`src/rtl/chsel_pkg.sv`:
```
package chsel_pkg;

    localparam int unsigned NCH = 2;

    // bit index of each fault source inside fault_vec_t
    typedef enum logic [1:0] {
        SRC_CONN  = 2'd0,
        SRC_AL0   = 2'd1,
        SRC_AL1   = 2'd2,
        SRC_STUCK = 2'd3
    } fault_src_e;

    typedef struct packed {
        logic stuck;
        logic al1;
        logic al0;
        logic conn;
    } fault_vec_t;

    typedef struct packed {
        logic            strobe;
        logic            force_conn;
        logic [NCH-1:0]  mask;
    } conn_cmd_t;

    typedef struct packed {
        logic ara;
        logic addr;
        logic clr;
    } bus_evt_t;

    function automatic logic chan_idle(input logic sda_hi, input logic scl_hi);
        return sda_hi & scl_hi;
    endfunction

    // sources that share the first alert path
    function automatic logic shared_path(input fault_vec_t v);
        return v.conn | v.al0 | v.al1;
    endfunction

endpackage

```
`src/rtl/chsel_alert_filt.sv`:
```
module chsel_alert_filt #(
    parameter int unsigned FILT_CYC = 4
) (
    input  logic clk,
    input  logic rst,
    input  logic alert_n_i,
    output logic level_o
);
    localparam int unsigned CW = $clog2(FILT_CYC + 1);
    localparam logic [CW-1:0] LAST = CW'(FILT_CYC - 1);

    logic          s1_q, s2_q, lvl_q;
    logic [CW-1:0] run_q;

    always_ff @(posedge clk) begin
        if (rst) begin
            s1_q  <= 1'b1;
            s2_q  <= 1'b1;
            lvl_q <= 1'b1;
            run_q <= '0;
        end else begin
            s1_q <= alert_n_i;
            s2_q <= s1_q;
            if (s2_q != lvl_q) begin
                if (run_q == LAST) begin
                    lvl_q <= s2_q;
                    run_q <= '0;
                end else begin
                    run_q <= run_q + 1'b1;
                end
            end else begin
                run_q <= '0;
            end
        end
    end

    assign level_o = lvl_q;

    // the filtered level only ever takes a value the synchronizer presented
    p_filt_source_r13: assert property (@(posedge clk) disable iff (rst)
        !$stable(lvl_q) |-> (lvl_q == $past(s2_q)));

endmodule

```
`src/rtl/chsel_conn_ctrl.sv`:
```
module chsel_conn_ctrl
    import chsel_pkg::*;
(
    input  logic            clk,
    input  logic            rst,
    input  logic            en,
    input  conn_cmd_t       cmd,
    input  logic [NCH-1:0]  ch_hi,
    output logic [NCH-1:0]  sw_o,
    output logic            fail_evt_o
);
    logic [NCH-1:0] sw_q, sw_nxt, bad;

    for (genvar i = 0; i < NCH; i++) begin : g_ch
        always_comb begin
            bad[i] = 1'b0;
            if (cmd.force_conn) begin
                sw_nxt[i] = cmd.mask[i];
            end else begin
                sw_nxt[i] = cmd.mask[i] & (sw_q[i] | ch_hi[i]);
                bad[i]    = cmd.mask[i] & ~sw_q[i] & ~ch_hi[i];
            end
        end

        // a low, unconnected channel is not closed without the override
        p_no_low_conn_r2: assert property (@(posedge clk) disable iff (rst)
            (en && cmd.strobe && !cmd.force_conn && cmd.mask[i] && !sw_q[i] && !ch_hi[i])
            |=> !sw_q[i]);

        // a connected channel named again stays connected
        p_keep_conn_r12: assert property (@(posedge clk) disable iff (rst)
            (en && cmd.strobe && !cmd.force_conn && cmd.mask[i] && sw_q[i]) |=> sw_q[i]);
    end

    always_ff @(posedge clk) begin
        if (rst || !en) begin
            sw_q <= '0;
        end else if (cmd.strobe) begin
            sw_q <= sw_nxt;
        end
    end

    assign sw_o       = sw_q;
    assign fail_evt_o = en & cmd.strobe & (|bad);

    // forced command lands the mask
    p_force_mask_r4: assert property (@(posedge clk) disable iff (rst)
        (en && cmd.strobe && cmd.force_conn) |=> (sw_q == $past(cmd.mask)));

    // switches open while disabled
    p_dis_open_r11: assert property (@(posedge clk) disable iff (rst)
        !en |=> (sw_q == '0));

endmodule

```
`src/rtl/chsel_fault_unit.sv`:
```
module chsel_fault_unit
    import chsel_pkg::*;
(
    input  logic            clk,
    input  logic            rst,
    input  logic            en,
    input  logic            fail_evt,
    input  logic            stuck,
    input  logic [NCH-1:0]  ch_lvl,
    input  bus_evt_t        evt,
    output logic            fail_lat_o,
    output logic            stuck_lat_o,
    output logic            alert_n_o
);
    logic       fail_q, stk_lat_q, stk_prev_q, act_sh_q, act_st_q;
    fault_vec_t lvl, prev_q, rise;
    logic       release_ev, stk_rise;

    always_comb begin
        lvl.conn  = fail_q;
        lvl.al0   = ~ch_lvl[0];
        lvl.al1   = ~ch_lvl[1];
        lvl.stuck = stk_lat_q;
        rise      = lvl & ~prev_q;
    end

    assign release_ev = en & (evt.ara | evt.addr);
    assign stk_rise   = en & stuck & ~stk_prev_q;

    always_ff @(posedge clk) begin
        if (rst) begin
            fail_q     <= 1'b0;
            stk_lat_q  <= 1'b0;
            stk_prev_q <= 1'b0;
            prev_q     <= '0;
            act_sh_q   <= 1'b0;
            act_st_q   <= 1'b0;
        end else begin
            stk_prev_q <= stuck;
            prev_q     <= lvl;

            if (!en)           fail_q <= 1'b0;
            else if (fail_evt) fail_q <= 1'b1;
            else if (evt.clr)  fail_q <= 1'b0;

            if (!en)           stk_lat_q <= 1'b0;
            else if (stk_rise) stk_lat_q <= 1'b1;
            else if (evt.clr)  stk_lat_q <= 1'b0;

            if (shared_path(rise))                   act_sh_q <= 1'b1;
            else if (!shared_path(lvl) || release_ev) act_sh_q <= 1'b0;

            if (rise.stuck)                    act_st_q <= 1'b1;
            else if (!lvl.stuck || release_ev) act_st_q <= 1'b0;
        end
    end

    assign fail_lat_o  = fail_q;
    assign stuck_lat_o = stk_lat_q;
    assign alert_n_o   = ~(act_sh_q | act_st_q);

    // a failed attempt is latched on the next cycle
    p_fail_latch_r5: assert property (@(posedge clk) disable iff (rst)
        (en && fail_evt) |=> fail_q);

    // a clear empties the latches unless a new event arrives together
    p_clear_r9: assert property (@(posedge clk) disable iff (rst)
        (en && evt.clr && !fail_evt && !stk_rise) |=> (!fail_q && !stk_lat_q));

    // a newly rising source in the shared path asserts the alert
    p_rise_alert_r7: assert property (@(posedge clk) disable iff (rst)
        shared_path(rise) |=> !alert_n_o);

    // a release with no new rise silences the alert
    p_release_r8: assert property (@(posedge clk) disable iff (rst)
        (release_ev && (rise == '0)) |=> alert_n_o);

    // the stuck latch sets on a rising stuck condition
    p_stuck_set_r10: assert property (@(posedge clk) disable iff (rst)
        stk_rise |=> stk_lat_q);

endmodule

```
`src/rtl/chsel_fault_ctrl.sv`:
```
module chsel_fault_ctrl
    import chsel_pkg::*;
#(
    parameter int unsigned FILT_CYC = 4
) (
    input  logic       clk,
    input  logic       rst,
    input  logic       enable_i,
    input  logic       cmd_strobe_i,
    input  logic [1:0] cmd_mask_i,
    input  logic       conn_any_i,
    input  logic [1:0] ch_sda_hi_i,
    input  logic [1:0] ch_scl_hi_i,
    input  logic [1:0] ch_alert_n_i,
    input  logic       stuck_low_i,
    input  logic       ara_done_i,
    input  logic       dev_addressed_i,
    input  logic       status_clear_i,
    output logic [1:0] switch_on_o,
    output logic       buf_enable_o,
    output logic       ready_o,
    output logic       fail_conn_n_o,
    output logic       stuck_latched_o,
    output logic [1:0] ch_alert_st_o,
    output logic       alert_n_o
);
    conn_cmd_t      cmd;
    bus_evt_t       evt;
    logic [NCH-1:0] ch_hi, ch_lvl, sw;
    logic           fail_evt, fail_lat;

    assign cmd = '{strobe: cmd_strobe_i, force_conn: conn_any_i, mask: cmd_mask_i};
    assign evt = '{ara: ara_done_i, addr: dev_addressed_i, clr: status_clear_i};

    for (genvar i = 0; i < NCH; i++) begin : g_ch
        assign ch_hi[i] = chan_idle(ch_sda_hi_i[i], ch_scl_hi_i[i]);

        chsel_alert_filt #(.FILT_CYC(FILT_CYC)) u_filt (
            .clk       (clk),
            .rst       (rst),
            .alert_n_i (ch_alert_n_i[i]),
            .level_o   (ch_lvl[i])
        );
    end

    chsel_conn_ctrl u_conn (
        .clk        (clk),
        .rst        (rst),
        .en         (enable_i),
        .cmd        (cmd),
        .ch_hi      (ch_hi),
        .sw_o       (sw),
        .fail_evt_o (fail_evt)
    );

    chsel_fault_unit u_fault (
        .clk         (clk),
        .rst         (rst),
        .en          (enable_i),
        .fail_evt    (fail_evt),
        .stuck       (stuck_low_i),
        .ch_lvl      (ch_lvl),
        .evt         (evt),
        .fail_lat_o  (fail_lat),
        .stuck_lat_o (stuck_latched_o),
        .alert_n_o   (alert_n_o)
    );

    assign switch_on_o   = sw;
    assign ready_o       = |sw;
    assign buf_enable_o  = (|sw) & ~stuck_low_i;
    assign fail_conn_n_o = ~fail_lat;
    assign ch_alert_st_o = ch_lvl;

    // buffers only run with a connected channel and no stuck condition
    p_buf_ready_r6: assert property (@(posedge clk) disable iff (rst)
        buf_enable_o |-> (ready_o && !stuck_low_i));

    // a forced command never records a failure
    p_force_nofail_r4: assert property (@(posedge clk) disable iff (rst)
        (enable_i && cmd_strobe_i && conn_any_i) |=> $stable(fail_conn_n_o) || fail_conn_n_o);

endmodule

```
`config.mk`:
```
export PLATFORM = sky130hd
export DESIGN_NAME = chsel_fault_ctrl
export DESIGN_NICKNAME = d
export VERILOG_FILES = /design/src/rtl/chsel_pkg.sv /design/src/rtl/chsel_alert_filt.sv /design/src/rtl/chsel_conn_ctrl.sv /design/src/rtl/chsel_fault_unit.sv /design/src/rtl/chsel_fault_ctrl.sv
export SDC_FILE = /design/constraint.sdc
export NUM_CORES = 1
export LEC_CHECK = 0
export BUFFER_PORTS_ARGS = -buffer_cell sky130_fd_sc_hd__buf_2
export CORE_AREA = 2 2 48 50
export CTS_CLUSTER_SIZE = 20
export DETAILED_ROUTE_END_ITERATION = 12
export DIE_AREA = 0 0 50 52
export GPL_TIMING_DRIVEN = 1
export PLACE_DENSITY_LB_ADDON = 0.3
export SYNTH_ARGS = -nofsm -noshare
export SYNTH_HDL_FRONTEND = slang
export SYNTH_HIERARCHICAL = 1
export SYNTH_SLANG_ARGS = --single-unit
```
`constraint.sdc`:
```
create_clock -name clk -period 1.6 [get_ports clk]
set_clock_uncertainty 0.1 [all_clocks]
set_input_delay 0.32 -clock clk [delete_from_list [all_inputs] [get_ports clk]]
set_output_delay 0.32 -clock clk [all_outputs]
set_load 0.01 [all_outputs]
```
==> results.cfg, run 1 <==
[global_routing]
grt_pass1_wl_um = 2420
track_usage_pct = 12.6
grt_max_degree = 22
antenna_found_initial = 0
grt_pass1_vias = 590
grt_overflow_total = 0

[drt]
highest_layer = met4
drt_iter0_markers = 7
avgViaCountPerCell = 4.73
drt_wl_total_um = 1350
wl_met3_um = 46
wl_met2_um = 647
wl_met1_um = 625
antenna_left = 0
drc = 0
via_count = 672
drt_first_pass_iters = 4
wire_per_inst_um = 9.53

[sta]
tns_ps = 0
max_slew.worst_pin.slew_ps = 353
slew_headroom_pct = 76.5
hold_ws_ps = 83.0
fin_crit_ps = 1430
finalHoldViolCount = 0
drv_slew = 0
rsz0062_at_grt = false
finalCritPeriodShare_pct = 89.7
setup_viol = 0
max_freq_ghz = 0.697

[floorplan]
boundaryPins = 26
die_area_um2 = 2600
fp-row-count = 17
die_height_um = 52
core_area_um2 = 2110
start_util_pct = 42.1
die_w_um = 50

[cts]
ctsHoldBuffers = 0
insertion_delay_ps = 310
cts_setup_buffers = 0
clk_path_buf_depth = 2
clock-sinks = 23
cts-resized-gates = 0
htree_levels = 1
cts_root_buffer = clkbuf_4
clk_pin_slew_ps = 120
cts_inserted_buffers = 3
cts_tree = built

[layout]
seq_area_um2 = 460
drive_above_1_share_pct = 36.8
fillCellCount = 189
fin_area_um2 = 1080
layout.nets = 136
antenna_cells = 0
syn_to_final_growth_pct = 21.4
multiInputGateArea_um2 = 389

[flow_run]
drv_cap = 0

[worst_setup_path]
path_class = reg2out
rr_endpoint = g_ch[0].u_filt/level_o$_SDFFE_PP1P_
worstSetupEndpointType = primary output
cp_max_fo = 5
crit_arrival_ps = 1010
crit_required_ps = 1180
start_kind = flop
rrSetupSlack_ps = 300
reg2reg_from = g_ch[0].u_filt/run_q[0]$_SDFF_PP0_
ff2ff_path_depth = 3

[logic_synthesis]
synth_top_area_cell = dfxtp_1
synth_cell_types = 28
synth-edff-count = 0
yosysMostFrequentCell = dfxtp_1
synth_area_per_cell_um2 = 10.4
synth_common_cells = 23 x dfxtp_1, 10 x inv_1, 5 x nor2_1
synth_cells = 85
synth_nets = 106
synth_flop_cell = dfxtp_1
netlist_area_um2 = 887
synthTopCellsByArea = dfxtp_1 52%, ha_1 5.6%, inv_1 4.2%
async_flop_share_pct = 0
yosysWarnings = 6
ys_seq_area_share_pct = 51.9
synth_seq_cells = 23
netlist.area_leader.share_pct = 51.9

[power_and_ir_drop]
power.share.clock_pct = 28.2
swShare_pct = 22.5
p_per_area_nw_per_um2 = 862
internal_power_uw = 720
ir_drop_uv = 410
power.total_uw = 929
comb_power_share_pct = 8.1
p_leak_uw = 0.000456
power.switching_uw = 209
power_frac_seq_pct = 63.7

[placed_design]
io_buffers = 25
routabilityCongestion = 0.670
hpwl_um = 1080
post_dp_cell_area_um2 = 1050

[min_path]
hold_depth = 2
worstHoldStart = ch_alert_n_i[0]
whs_endpoint = g_ch[0].u_filt/s1_q$_SDFF_PP1_
hold_class = in2reg

[run_status]
outcome = completed
[cell families (layout without fill, tap and decap cells)]
logic type | Yosys count | after routing | synth area share [%]
adder cells (fa/ha/maj) | 4 | 4 | 5.64
AO/OA/AOI/OAI | 15 | 15 | 12.6
AND/OR/NAND/NOR | 31 | 31 | 23.7
XOR/XNOR | 2 | 2 | 1.97
flip-flops | 23 | 23 | 51.9
buffers and inverters | 10 | 39 | 4.23
[stage by stage]
step	util, %	instances	worst slack, ps
5_1_grt	51.2	142	85.0
6_report	51.2	142	165
4_1_cts	51.2	142	133
3_5_place_dp	49.7	138	151
3_3_place_gp	49.7	138	176
2_1_floorplan	-	85	300
[power groups by stage]
stage	clock, µW	combinational (µW)	sequential (µW)
floorplan	0	35.7	605
global placement	0	74.5	604
detailed placement	0	76.1	605
CTS	281	76.3	592
global route	296	85.7	594
finish	262	74.9	592
[critical path: stages, from the launching register on]
cell     delay, ps
dfxtp_1        360
or2_1          220
buf_2          140
[state kept, by name, summed over array words and instances (netlist names)]
name,count
u_fault/stk_prev_q,1
u_fault/fail_lat_o,1
u_fault/act_st_q,1
u_fault/prev_q,4
u_fault/act_sh_q,1
u_fault/stuck_lat_o,1
g_ch.u_filt/run_q,6
g_ch.u_filt/level_o,2
g_ch.u_filt/s1_q,2
u_conn/sw_o,2
g_ch.u_filt/s2_q,2
[worst max path at each step]
| stage | startpoint | endpoint | slack [ps] | cells past startpoint |
|---|---|---|---|---|
| after floorplan | ch_sda_hi_i[0] | u_fault/fail_lat_o$_SDFFE_PP0P_ | 300 | 5 |
| after global placement | ch_sda_hi_i[0] | u_fault/fail_lat_o$_SDFFE_PP0P_ | 180 | 6 |
| after detailed placement | ch_sda_hi_i[0] | u_fault/fail_lat_o$_SDFFE_PP0P_ | 150 | 6 |
| after CTS | u_conn/sw_o[0]$_SDFFE_PP0P_ | ready_o | 130 | 2 |
| after global routing | u_conn/sw_o[0]$_SDFFE_PP0P_ | ready_o | 80 | 2 |
| final | u_conn/sw_o[1]$_SDFFE_PP0P_ | ready_o | 170 | 2 |
[final cells by class]
type                            instances  area share (%)
Inverter                               10            3.48
Clock buffer                            3            2.09
Clock inverter                          1           0.697
Sequential cell                        23            42.7
Tap cell                               28            3.25
Timing Repair Buffer                   25            11.6
Multi-Input combinational cell         52            36.1
[layer usage]
| layer | track usage [%] | up-vias |
|---|---|---|
| li1 | - | 351 |
| met1 | 15.1 | 301 |
| met2 | 20.2 | 16 |
| met3 | 1.72 | 4 |
| met4 | 9.72 | 0 |
| met5 | 0 | - |
[placed cells by master (no fill, tap or decap), types with 3 or more instances in the layout]
master    count
dfxtp_1      23
nor4_1        4
nor2_1        5
ha_1          4
clkbuf_4      3
buf_2        25
or2_2         4
inv_1        10
(Power assumes the default switching activity.)
==> inputs of run 2 (changes only) <==
==> constraint.sdc (replaced) <==
create_clock -name clk -period 1.2 [get_ports clk]
set_clock_uncertainty 0.1 [all_clocks]
set_input_delay 0.24 -clock clk [delete_from_list [all_inputs] [get_ports clk]]
set_output_delay 0.24 -clock clk [all_outputs]
set_load 0.01 [all_outputs]
==> run 2 against run 1 <==
  * Total power rose by 35%
  * Final area increased by 14%
  * Sequential power grew 33%
  * Via count increased by 2.2%
  * Clock power increased by 32%
  * The flow now finishes with violations (setup timing)
  * Die area unchanged
  * Core utilization rose by 7.1 points
  * Non-clock buffer count increased by 7
==> results.cfg, run 2 (same netlist as run 1, synthesis figures left out) <==
[drt]
antenna_left = 0
drt_iter0_markers = 11
drt_wl_total_um = 1610
drt_first_pass_iters = 5
drc = 0
avgViaCountPerCell = 4.61
wire_per_inst_um = 10.8
via_count = 687

[layout]
antenna_cells = 0
largest_reg_flops = 6
reg_top3 = g_ch.u_filt/run_q x6, u_fault/prev_q x4
final_common_cell = buf_2
layout.nets = 143
seq_area_um2 = 478
syn_to_final_growth_pct = 38.4
regMostFlops = g_ch.u_filt/run_q
fillCellCount = 192
drive_above_1_share_pct = 52.1
layout_common_cells = 22 x buf_2, 13 x dfxtp_1, 10 x inv_1
fin_area_um2 = 1230
multiInputGateArea_um2 = 444

[global_routing]
grt_max_degree = 22
track_usage_pct = 13.8
grt_pass1_vias = 649
antenna_found_initial = 0
grt_overflow_total = 0
grt_pass1_wl_um = 2750

[placed_design]
hpwl_um = 1150
io_buffers = 25
post_dp_cell_area_um2 = 1070
routabilityCongestion = 0.759

[floorplan]
fp-row-count = 17
boundaryPins = 26
start_util_pct = 42.1
die_area_um2 = 2600
core_area_um2 = 2110
die_height_um = 52
die_w_um = 50

[power_and_ir_drop]
power.total_uw = 1250
p_leak_uw = 0.000499
ir_drop_uv = 931
p_per_area_nw_per_um2 = 1020

[cts]
clk_pin_slew_ps = 120
cts_tree = built
clk_path_buf_depth = 2
clock-sinks = 23
cts_inserted_buffers = 3
cts_root_buffer = clkbuf_4
htree_levels = 1
insertion_delay_ps = 300

[sta]
fin_crit_ps = 1450
max_slew.worst_pin.slew_ps = 335
rsz0062_at_grt = true
setup_viol = 6
drv_slew = 0
slew_headroom_pct = 77.7
fin_ws_ps = -253
finalHoldViolCount = 0
max_freq_ghz = 0.688
finalCritPeriodShare_pct = 121
hold_ws_ps = 13.8

[worst_setup_path]
cp_max_fo = 4
worstSetupEndpointType = primary output
crit_required_ps = 860
start_kind = flop
max_stage_delay_ps = 340
crit_arrival_ps = 1110
path_class = reg2out
path_cells = buf_6 -> or2_1 -> buf_2
crit_slowest_cell = dfxtp_2

[run_status]
outcome = finished, violations left
violations = setup timing

[flow_run]
drv_cap = 0

[min_path]
hold_class = in2reg
## run 2: cell count changes in the layout (fill, tap and decap cells not counted), moves of 2 or more
cell,delta
dfxtp_2,+8
buf_2,-3
buf_6,+5
dfxtp_4,+2
ha_4,+4
dfxtp_1,-10
buf_4,+4
ha_1,-4
## run 2: worst paths after layout
path / startpoint / to / slack (ps) / depth (start not counted)
worst min-delay path: ch_alert_n_i[1] / g_ch[1].u_filt/s1_q$_SDFF_PP1_ / 10 / 2
worst max-delay path: u_conn/sw_o[0]$_SDFFE_PP0P_ / ready_o / -250 / 3
worst min register to register: g_ch[1].u_filt/s1_q$_SDFF_PP1_ / g_ch[1].u_filt/s2_q$_SDFF_PP1_ / 320 / 1
worst max register to register: u_conn/sw_o[1]$_SDFFE_PP0P_ / u_fault/fail_lat_o$_SDFFE_PP0P_ / -10 / 4
## run 2: final cells by class
| cell class | instances | area share (%) |
|---|---|---|
| clock buffer | 4 | 2.14 |
| inverter | 10 | 3.06 |
| multi-input combinational | 52 | 36.2 |
| sequential | 23 | 38.9 |
| tap | 28 | 2.85 |
| timing repair buffer | 32 | 16.8 |
## run 2: what timing repair did
action | CTS | global route
setup buffers | 3 | 1
endpoints found under the setup margin | 13 | 10
hold buffers | 0 | 1
resized for setup | 16 | 6
pin swaps | 7 | 5
hold endpoints to repair | 0 | 1
## run 2: critical path, delay by kind of cell, from the launching register on
kind	cells	cell delay (ps)
and+or+nand+nor	1	220
buffers and inverters	2	250
DFF	1	340
## run 2: stage by stage
stage / worst slack [ps] / instances / setup TNS, ps / util (%)
after floorplan: -11.2 / 85 / -16.7 / -
after global placement: -145 / 140 / -185 / 51.0
after detailed placement: -173 / 140 / -311 / 51.0
after CTS: -237 / 147 / -514 / 56.7
after global routing: -300 / 149 / -783 / 58.3
final: -253 / 149 / -504 / 58.3
## run 2: routing by layer
metal / wire length [µm] / part of all wire, % / global-route usage, % / up-vias
met5: 0 / 0 / 0 / -
met4: 12 / 0.75 / 6.94 / 0
met3: 38 / 2.4 / 1.72 / 2
met2: 800 / 50 / 22.4 / 8
met1: 755 / 47 / 18.0 / 311
li1: - / - / - / 366
## run 2: power breakdown
group / internal [µW] / total [µW] / switching (µW)
combinational: 68.3 / 122 / 53.5
clock: 129 / 345 / 216
sequential: 776 / 785 / 8.74
